### src/rtl/usb_split_pkg.sv
package usb_split_pkg;
  localparam int PHASE_W = 3;
  localparam int XFER_W  = 2;

  typedef enum logic [PHASE_W-1:0] {
    PH_IDLE    = 3'd0,
    PH_SS_WAIT = 3'd1,
    PH_SS_ACT  = 3'd2,
    PH_SS_HALT = 3'd3,
    PH_CS_WAIT = 3'd4,
    PH_CS_ACT  = 3'd5,
    PH_CS_HALT = 3'd6
  } phase_e;

  typedef enum logic [XFER_W-1:0] {
    XF_BULK_OUT = 2'd0,
    XF_BULK_IN  = 2'd1,
    XF_INTR_OUT = 2'd2,
    XF_RSVD     = 2'd3
  } xfer_e;

  function automatic logic xfer_is_out(input logic [XFER_W-1:0] x);
    return (x == XF_BULK_OUT) || (x == XF_INTR_OUT);
  endfunction

  function automatic logic xfer_legal(input logic [XFER_W-1:0] x);
    return x != XF_RSVD;
  endfunction

  function automatic logic parity_ok(input logic [XFER_W-1:0] x,
                                     input logic want_odd,
                                     input logic cur_odd);
    return (x != XF_INTR_OUT) || (want_odd == cur_odd);
  endfunction

  function automatic logic cs_ends_on_data(input logic [XFER_W-1:0] x);
    return x == XF_BULK_IN;
  endfunction
endpackage

### src/rtl/split_halt_irq.sv
module split_halt_irq (
  input  logic clk,
  input  logic rst_n,
  input  logic set_i,
  input  logic clr_i,
  output logic pend_o
);
  always_ff @(posedge clk or negedge rst_n) begin
    if (!rst_n)     pend_o <= 1'b0;
    else if (set_i) pend_o <= 1'b1;
    else if (clr_i) pend_o <= 1'b0;
  end
endmodule

### src/rtl/split_fetch_gate.sv
module split_fetch_gate
  import usb_split_pkg::*;
(
  input  logic              clk,
  input  logic              rst_n,
  input  logic              in_ss_wait_i,
  input  logic [XFER_W-1:0] xfer_i,
  input  logic              want_odd_i,
  input  logic              frame_odd_i,
  input  logic              dma_valid_i,
  input  logic              dma_last_i,
  output logic              fetch_active_o,
  output logic              ss_ready_o
);
  logic fetched_q;
  logic is_out;

  assign is_out = xfer_is_out(xfer_i);

  always_ff @(posedge clk or negedge rst_n) begin
    if (!rst_n)
      fetched_q <= 1'b0;
    else if (!in_ss_wait_i)
      fetched_q <= 1'b0;
    else if (is_out && dma_valid_i && dma_last_i)
      fetched_q <= 1'b1;
  end

  assign fetch_active_o = in_ss_wait_i && is_out && !fetched_q;
  assign ss_ready_o     = in_ss_wait_i
                        && parity_ok(xfer_i, want_odd_i, frame_odd_i)
                        && (!is_out || fetched_q);
endmodule

### src/rtl/split_phase_fsm.sv
module split_phase_fsm
  import usb_split_pkg::*;
(
  input  logic              clk,
  input  logic              rst_n,
  input  logic              ctl_wr_i,
  input  logic              ctl_en_i,
  input  logic              ctl_csplit_i,
  input  logic [XFER_W-1:0] ctl_xfer_i,
  input  logic              ctl_odd_i,
  input  logic              irq_pend_i,
  input  logic              ss_ready_i,
  input  logic              arb_gnt_i,
  input  logic              token_done_i,
  input  logic              data_done_i,
  output phase_e            phase_o,
  output logic [XFER_W-1:0] cfg_xfer_o,
  output logic              cfg_odd_o,
  output logic              arb_req_o,
  output logic              req_push_o,
  output logic              req_csplit_o,
  output logic              halt_evt_o
);
  phase_e ph_q, ph_d;
  logic   start_ok, csplit_ok, disable_wr, cs_done;

  assign disable_wr = ctl_wr_i && !ctl_en_i;
  assign start_ok   = ctl_wr_i && ctl_en_i && !ctl_csplit_i && !irq_pend_i
                    && xfer_legal(ctl_xfer_i);
  assign csplit_ok  = ctl_wr_i && ctl_en_i && ctl_csplit_i && !irq_pend_i;
  assign cs_done    = cs_ends_on_data(cfg_xfer_o) ? data_done_i : token_done_i;

  assign arb_req_o    = ((ph_q == PH_SS_WAIT) && ss_ready_i) || (ph_q == PH_CS_WAIT);
  assign req_push_o   = arb_req_o && arb_gnt_i;
  assign req_csplit_o = (ph_q == PH_CS_WAIT);

  always_comb begin
    ph_d = ph_q;
    if (disable_wr) begin
      ph_d = PH_IDLE;
    end else begin
      unique case (ph_q)
        PH_IDLE:    if (start_ok)     ph_d = PH_SS_WAIT;
        PH_SS_WAIT: if (req_push_o)   ph_d = PH_SS_ACT;
        PH_SS_ACT:  if (token_done_i) ph_d = PH_SS_HALT;
        PH_SS_HALT: if (csplit_ok)    ph_d = PH_CS_WAIT;
        PH_CS_WAIT: if (req_push_o)   ph_d = PH_CS_ACT;
        PH_CS_ACT:  if (cs_done)      ph_d = PH_CS_HALT;
        PH_CS_HALT: ph_d = PH_CS_HALT;
        default:    ph_d = PH_IDLE;
      endcase
    end
  end

  assign halt_evt_o = ((ph_q == PH_SS_ACT) && (ph_d == PH_SS_HALT))
                   || ((ph_q == PH_CS_ACT) && (ph_d == PH_CS_HALT));

  always_ff @(posedge clk or negedge rst_n) begin
    if (!rst_n) begin
      ph_q       <= PH_IDLE;
      cfg_xfer_o <= '0;
      cfg_odd_o  <= 1'b0;
    end else begin
      ph_q <= ph_d;
      if ((ph_q == PH_IDLE) && start_ok && !disable_wr) begin
        cfg_xfer_o <= ctl_xfer_i;
        cfg_odd_o  <= ctl_odd_i;
      end
    end
  end

  assign phase_o = ph_q;
endmodule

### src/rtl/usb_split_chan.sv
module usb_split_chan
  import usb_split_pkg::*;
(
  input  logic              clk,
  input  logic              rst_n,
  input  logic              ctl_wr,
  input  logic              ctl_en,
  input  logic              ctl_csplit,
  input  logic [XFER_W-1:0] ctl_xfer,
  input  logic              ctl_odd,
  input  logic              irq_clr,
  input  logic              frame_odd,
  input  logic              dma_valid,
  input  logic              dma_last,
  input  logic              arb_gnt,
  input  logic              token_done,
  input  logic              data_done,
  output logic              arb_req,
  output logic              req_push,
  output logic              req_csplit,
  output logic              req_dir_in,
  output logic              fetch_active,
  output logic              irq_halt,
  output logic [PHASE_W-1:0] phase
);
  phase_e            ph;
  logic [XFER_W-1:0] cfg_xfer;
  logic              cfg_odd;
  logic              ss_ready;
  logic              halt_evt;
  logic              in_ss_wait;

  assign in_ss_wait = (ph == PH_SS_WAIT);

  split_fetch_gate u_gate (
    .clk            (clk),
    .rst_n          (rst_n),
    .in_ss_wait_i   (in_ss_wait),
    .xfer_i         (cfg_xfer),
    .want_odd_i     (cfg_odd),
    .frame_odd_i    (frame_odd),
    .dma_valid_i    (dma_valid),
    .dma_last_i     (dma_last),
    .fetch_active_o (fetch_active),
    .ss_ready_o     (ss_ready)
  );

  split_phase_fsm u_fsm (
    .clk          (clk),
    .rst_n        (rst_n),
    .ctl_wr_i     (ctl_wr),
    .ctl_en_i     (ctl_en),
    .ctl_csplit_i (ctl_csplit),
    .ctl_xfer_i   (ctl_xfer),
    .ctl_odd_i    (ctl_odd),
    .irq_pend_i   (irq_halt),
    .ss_ready_i   (ss_ready),
    .arb_gnt_i    (arb_gnt),
    .token_done_i (token_done),
    .data_done_i  (data_done),
    .phase_o      (ph),
    .cfg_xfer_o   (cfg_xfer),
    .cfg_odd_o    (cfg_odd),
    .arb_req_o    (arb_req),
    .req_push_o   (req_push),
    .req_csplit_o (req_csplit),
    .halt_evt_o   (halt_evt)
  );

  split_halt_irq u_irq (
    .clk    (clk),
    .rst_n  (rst_n),
    .set_i  (halt_evt),
    .clr_i  (irq_clr),
    .pend_o (irq_halt)
  );

  assign req_dir_in = (cfg_xfer == XF_BULK_IN);
  assign phase      = ph;
endmodule

### config.mk
export PLATFORM = sky130hd
export DESIGN_NAME = usb_split_chan
export DESIGN_NICKNAME = d
export VERILOG_FILES = /design/src/rtl/usb_split_pkg.sv /design/src/rtl/split_halt_irq.sv /design/src/rtl/split_fetch_gate.sv /design/src/rtl/split_phase_fsm.sv /design/src/rtl/usb_split_chan.sv
export SDC_FILE = /design/constraint.sdc
export NUM_CORES = 1
export LEC_CHECK = 0
export ABC_AREA = 1
export BUFFER_PORTS_ARGS = -buffer_cell sky130_fd_sc_hd__buf_2
export CAP_MARGIN = 10
export CORE_AREA = 2 2 39 41
export DETAILED_ROUTE_END_ITERATION = 10
export DIE_AREA = 0 0 41 43
export PLACE_DENSITY = 0.77
export SETUP_SLACK_MARGIN = 0.5
export SYNTH_ARGS = -nofsm -noshare
export SYNTH_HDL_FRONTEND = slang
export SYNTH_HIERARCHICAL = 1
export SYNTH_SLANG_ARGS = --single-unit
export TNS_END_PERCENT = 10
### constraint.sdc
create_clock -name clk -period 2.8 [get_ports clk]
set_clock_uncertainty 0.05 [all_clocks]
set_input_delay 0.28 -clock clk [delete_from_list [all_inputs] [get_ports clk]]
set_output_delay 0.28 -clock clk [all_outputs]
set_load 0.01 [all_outputs]
Yosys cells after proc, flatten, opt, wreduce, memory -nomap -nowiden:

Cells that the tools add are included.
W data, S select, Z words.

* equal/unequal tests: 14
* muxes and demuxes: 13
* reduce and logical (&&, ||, !) cells: 33

Operators by type and width (count)
* $mux W3: 7
* $pmux W3 S7: 1
* $logic_and A1 B1 Y1: 19
* $eq A3 B3 Y1 const B: 4
* $eq A3 B2 Y1 const B: 3
* $logic_not A1 Y1: 6
* $ne A2 B2 Y1 const B: 3
* $logic_or A1 B1 Y1: 5
* $mux W1: 5
* $eq A3 B1 Y1 const B: 1
* $logic_not A3 Y1: 1
* $eq A2 B1 Y1 const B: 1
* $eq A2 B2 Y1 const B: 1
* $logic_not A2 Y1: 1
* $reduce_bool A2 Y1: 1
* $eq A1 B1 Y1: 1

* register bits: 8
* input port bits: 15
* output and inout port bits: 9
* logic and storage cells: 65

Logic depth before layout (Yosys ltp):

* depth after elaboration: 15
* gate-level depth with buffers: 14
* depth with buffers taken out: 14

By module:

Netlist, hierarchy kept.

Modules (own cells, without submodules)
* split_phase_fsm: times used 1, cells each 73, area an instance 460.4 um^2, seq. area each 150.1 um^2
* split_fetch_gate: times used 1, cells each 15, area an instance 102.6 um^2, seq. area each 25.0 um^2
* split_halt_irq: times used 1, cells each 5, area an instance 40.0 um^2, seq. area each 25.0 um^2
* usb_split_chan: times used 1, cells each 5, area an instance 21.3 um^2, seq. area each 0.0 um^2

Worst setup path before layout:

OpenSTA, ideal clock, no wires.

* path type: reg-to-reg
* from: register u_fsm.ph_q[1], in the netlist u_fsm/phase_o[1]
* to: register u_irq.pend_o
* setup time: 0.065 ns
* arrival: 1.497 ns
* data required time: 2.685 ns
* setup slack: 1.189 ns
* cell stages (with the launch flop): 14
* buffers on the path: 0
* period minus slack after synthesis: 1.611 ns
* cells stage by stage: dfrtp_1 > inv_1 > nand2_1 > nor2_2 > o21ai_0 > a21oi_1 > nand2_2 > a21boi_2 > nand2_1 > nand2_1 > nand3_1 > a21oi_2 > inv_1 > nand2_1

* word-level cells in the longest chain between the ends: 13
* elaborated cells between the ends (all ways): 27
* those cells by class: eq/ne: 8; mux: 9; reduce/logical: 10

Ends and longest elaborated chain
* start, declared: line split_phase_fsm.sv:24 `phase_e ph_q, ph_d;`
* start signal, assigned: line split_phase_fsm.sv:64 `ph_q <= ph_d;`
* $eq A3 B1 Y1 *: line usb_split_chan.sv:33 `assign in_ss_wait = (ph == PH_SS_WAIT);`
* via in_ss_wait: line usb_split_chan.sv:31 `logic in_ss_wait;`
* $logic_and A1 B1 Y1 *: line split_fetch_gate.sv:31 `&& parity_ok(xfer_i, want_odd_i, frame_odd_i)`
* $logic_and A1 B1 Y1 *: line split_fetch_gate.sv:32 `&& (!is_out || fetched_q);`
* via ss_ready: line usb_split_chan.sv:29 `logic ss_ready;`
* $logic_and A1 B1 Y1 *: line split_phase_fsm.sv:33 `assign arb_req_o = ((ph_q == PH_SS_WAIT) && ss_ready_i) || (ph_q == PH_CS_WAIT);`
* $logic_or A1 B1 Y1 *: line split_phase_fsm.sv:33
* $logic_and A1 B1 Y1 *: line split_phase_fsm.sv:34 `assign req_push_o = arb_req_o && arb_gnt_i;`
* via req_push: line usb_split_chan.sv:19 `output logic req_push,`
* $mux W3, on equally long branches: line split_phase_fsm.sv:47, split_phase_fsm.sv:44
* $pmux W3 S7 *: line split_phase_fsm.sv:42 `unique case (ph_q)`
* $mux W3 *: line split_phase_fsm.sv:39 `if (disable_wr) begin`
* $eq A3 B2 Y1 / $eq A3 B3 Y1 (equally long branches): line split_phase_fsm.sv:55, split_phase_fsm.sv:56
* $logic_and A1 B1 Y1, on equally long branches: line split_phase_fsm.sv:55, split_phase_fsm.sv:56
* $logic_or A1 B1 Y1 *: line split_phase_fsm.sv:56 `|| ((ph_q == PH_CS_ACT) && (ph_d == PH_CS_HALT));`
* via halt_evt: line usb_split_chan.sv:30 `logic halt_evt;`
* $mux W1 / $reduce_bool A2 Y1 (equally long branches)
* end signal, assigned: line split_halt_irq.sv:9 `if (!rst_n) pend_o <= 1'b0;`
* end signal, assigned: line split_halt_irq.sv:10 `else if (set_i) pend_o <= 1'b1;`
* end signal, assigned: line split_halt_irq.sv:11 `else if (clr_i) pend_o <= 1'b0;`
* end, declared: line split_halt_irq.sv:6 `output logic pend_o`

Mark *: on every way through the listed nets, which the timed path passes. The rest lies on a longest branch.
A chain may end at the register's enable or synchronous reset.

Final worst setup path:

* from: register u_fsm.ph_q[2], in the netlist u_fsm/phase_o[2]
* to: output port req_push

* word-level cells in the longest chain between the ends: 6
* elaborated cells between the ends (all ways): 7
* those cells by class: eq/ne: 2; reduce/logical: 5

Ends and longest elaborated chain (line)
* $eq A3 B1 Y1: usb_split_chan.sv:33
* via in_ss_wait: usb_split_chan.sv:31
* $logic_and A1 B1 Y1: split_fetch_gate.sv:31
* $logic_and A1 B1 Y1: split_fetch_gate.sv:32
* via ss_ready: usb_split_chan.sv:29
* $logic_and A1 B1 Y1: split_phase_fsm.sv:33
* $logic_or A1 B1 Y1: split_phase_fsm.sv:33
* $logic_and A1 B1 Y1: split_phase_fsm.sv:34
* end, declared: usb_split_chan.sv:19

The timed path passes the listed nets, and every way through them passes these cells.

==> results.sh <==
export IMPL_die_w_um=41
export IMPL_diodes=0
export IMPL_netlist_top_cells_area="dfrtp_1 (32%), nand2_1 (14%), inv_1 (13%)"
export IMPL_finalMaxSlewViolations=0
export IMPL_synthCells=98
export IMPL_gp_congestion=0.821
export IMPL_setup_ws_ns=0.986
export IMPL_drt_iter0_markers=18
export IMPL_clk_insertion_delay_late_ns=0.25
export IMPL_endpoint_kind="output port"
export IMPL_required_ns=2.47
export IMPL_peakVddDrop_mv=0.395
export IMPL_ys_seq_area_share_pct=32.1
export IMPL_final_cells=141
export IMPL_grt_pass1_wl_um=2170
export IMPL_first_global_vias=560
export IMPL_cts_tree="done"
export IMPL_grtUsageTotal_pct=17.6
export IMPL_numCtsBuffers=3
export IMPL_drt_met1_wl_um=525
export IMPL_vias=670
export IMPL_coreArea_um2=1380
export IMPL_placementRows=14
export IMPL_antenna_found_initial=0
export IMPL_yosysTopAreaCellShare_pct=32.1
export IMPL_wl_met2_um=663
export IMPL_routedWlPerCell_um=9.18
export IMPL_drc_errors=0
export IMPL_fmax_mhz=551
export IMPL_cp_max_fo=9
export IMPL_synth_area_per_cell_um2=6.37
export IMPL_routed_wl_um=1300
export IMPL_synth_nets=113
export IMPL_holdWs_ns=0.202
export IMPL_ctsResizeCount=0
export IMPL_syn_area_um2=624
export IMPL_leakage_nw=0.481
export IMPL_max_slew_worst_pin_slew_ns=0.315
export IMPL_cts_root_buf="clkbuf_4"
export IMPL_final_hold_viol_count=0
export IMPL_yosysTopAreaCell="dfrtp_1"
export IMPL_drive_gt1_share_pct=31.2
export IMPL_utilization_pct=57.2
export IMPL_drtPass1Iterations=4
export IMPL_wl_met3_um=106
export IMPL_cp_slowest_cell="dfrtp_1"
export IMPL_crit_type="reg -> out"
export IMPL_areaGrowthSynthToFinish_pct=26.9
export IMPL_dp_hpwl_um=1100
export IMPL_clock_sinks=8
export IMPL_pin_count=24
export IMPL_max_stage_delay_ns=0.48
export IMPL_routed_via_density=4.75
export IMPL_min_period_ns=1.81
export IMPL_final_area_um2=792
export IMPL_arrival_ns=1.48
export IMPL_nets=142
export IMPL_routed_top_layer="met3"
export IMPL_port_buffers=23
export IMPL_fill_cells=148
export IMPL_worstHoldPathType="in -> reg"
export IMPL_setup_viol=0
export IMPL_grt_max_degree=10
export IMPL_drv_cap=0
export IMPL_fp_dieH_um=43
export IMPL_grt_setup_unrepaired="false"
export IMPL_cp_start_kind="flip-flop"
export IMPL_pre_cts_ws_ns=1.18
export IMPL_htree_levels=1
export IMPL_place_area_um2=759
export IMPL_ys_types=18
export IMPL_tns_ns=0
export IMPL_clkTransAtPathRegs_ns=0.05
export IMPL_status="finished clean"
export IMPL_synth_seq_cells=8
export IMPL_power_density_nw_per_um2=411
export IMPL_ys_warn_count=6
export IMPL_fin_crit_sh_pct=64.8
export IMPL_dieArea_um2=1760
export IMPL_grt_overflow=0
export IMPL_fin_total_pwr_uw=326
export IMPL_crit_chain="nor2_2, o21ai_0, a21oi_1, nand2_2, a21boi_2, buf_2"
export IMPL_dp_cells=137
export IMPL_cts_buffer_depth=2
export IMPL_detail_route_antenna_nets=0
export IMPL_start_util_pct=45.1
export IMPL_relSlewSlack_pct=79.0
==> registers in the layout (all words and copies together) (netlist names) <==
register,cells
u_irq/pend_o,1
u_fsm/cfg_xfer_o,2
u_fsm/phase_o,3
u_gate/fetched_q,1
u_fsm/cfg_odd_o,1
==> logic make-up after synthesis <==
logic type             after synthesis  share of synthesized area [%]
multiplexers                         2                           3.61
flip-flops                           8                           32.1
AO/OA/AOI/OAI                       11                           11.0
buffers and inverters               22                           13.2
AND/OR/NAND/NOR                     55                           40.1
==> cell type report <==
cell class / instances / area [µm²] / share of cell area [%]
multi-input cells: 68 / 342 / 43.1
flip-flops and latches: 8 / 200 / 25.3
well taps: 16 / 20.0 / 2.53
inverters: 22 / 82.6 / 10.4
repair buffers: 24 / 125 / 15.8
clock buffers: 3 / 22.5 / 2.84
==> critical path: cells and delay by family, from the launching register on <==
kind | cells | cell delay (ns)
buf+inv | 1 | 0.14
compound gates | 3 | 0.37
flops | 1 | 0.48
simple gates | 2 | 0.24
==> synthesized netlist by cell type (all sizes together) <==
cell type   n
nand2      27
nand3       7
mux2        2
nand3b      1
dfrtp       8
or2         1
o21ai       4
a21oi       6
nor3        1
inv        22
and2        1
nor2       17
a21boi      1
==> power by group <==
part / total, mW / switching [mW] / internal, mW
clock: 0.0843 / 0.0355 / 0.0488
combinational: 0.0937 / 0.0507 / 0.0430
sequential: 0.148 / 0.0176 / 0.130
==> repair_timing <==
item                                   CTS  global route
setup buffers                            0             0
hold buffers                             1             0
endpoints found under the hold margin    8             0
==> cell usage in the layout, fill, tap and decap left out <==
master	Yosys	routed
nand3b_4	1	1
o21ai_0	3	3
nor2_2	2	2
inv_1	21	21
inv_2	1	1
nor2_1	15	15
mux2_2	2	2
nand2_1	24	24
nand2_2	3	3
clkbuf_4	0	3
and2_1	1	1
or2_2	1	1
a21oi_2	2	2
dfrtp_1	8	8
o21ai_1	1	1
nor3_1	1	1
buf_2	0	23
nand3_1	7	7
a21boi_2	1	1
a21oi_1	4	4
dlygate4sd3_1	0	1
==> worst paths after layout <==
| path | startpoint | to | slack, ns | cells after the start |
|---|---|---|---|---|
| worst max-delay path | u_fsm/phase_o[2] | req_push | 0.99 | 6 |
| worst min-delay path | irq_clr | u_irq/pend_o | 0.20 | 4 |
| worst max register to register | u_fsm/phase_o[2] | u_irq/pend_o | 1.18 | 11 |
| worst min register to register | u_irq/pend_o | u_irq/pend_o | 0.47 | 2 |
| max in group asynchronous | rst_n | u_irq/pend_o | 2.19 | 2 |
| min in group asynchronous | rst_n | u_fsm/phase_o[0] | 0.35 | 2 |
==> per-layer routing <==
layer	up-vias	GRT usage (%)
li1	349	-
met1	294	21.4
met2	27	29.4
met3	0	6.28
met4	0	2.00
met5	-	0
No activity file was read; power rests on OpenSTA's default activity.
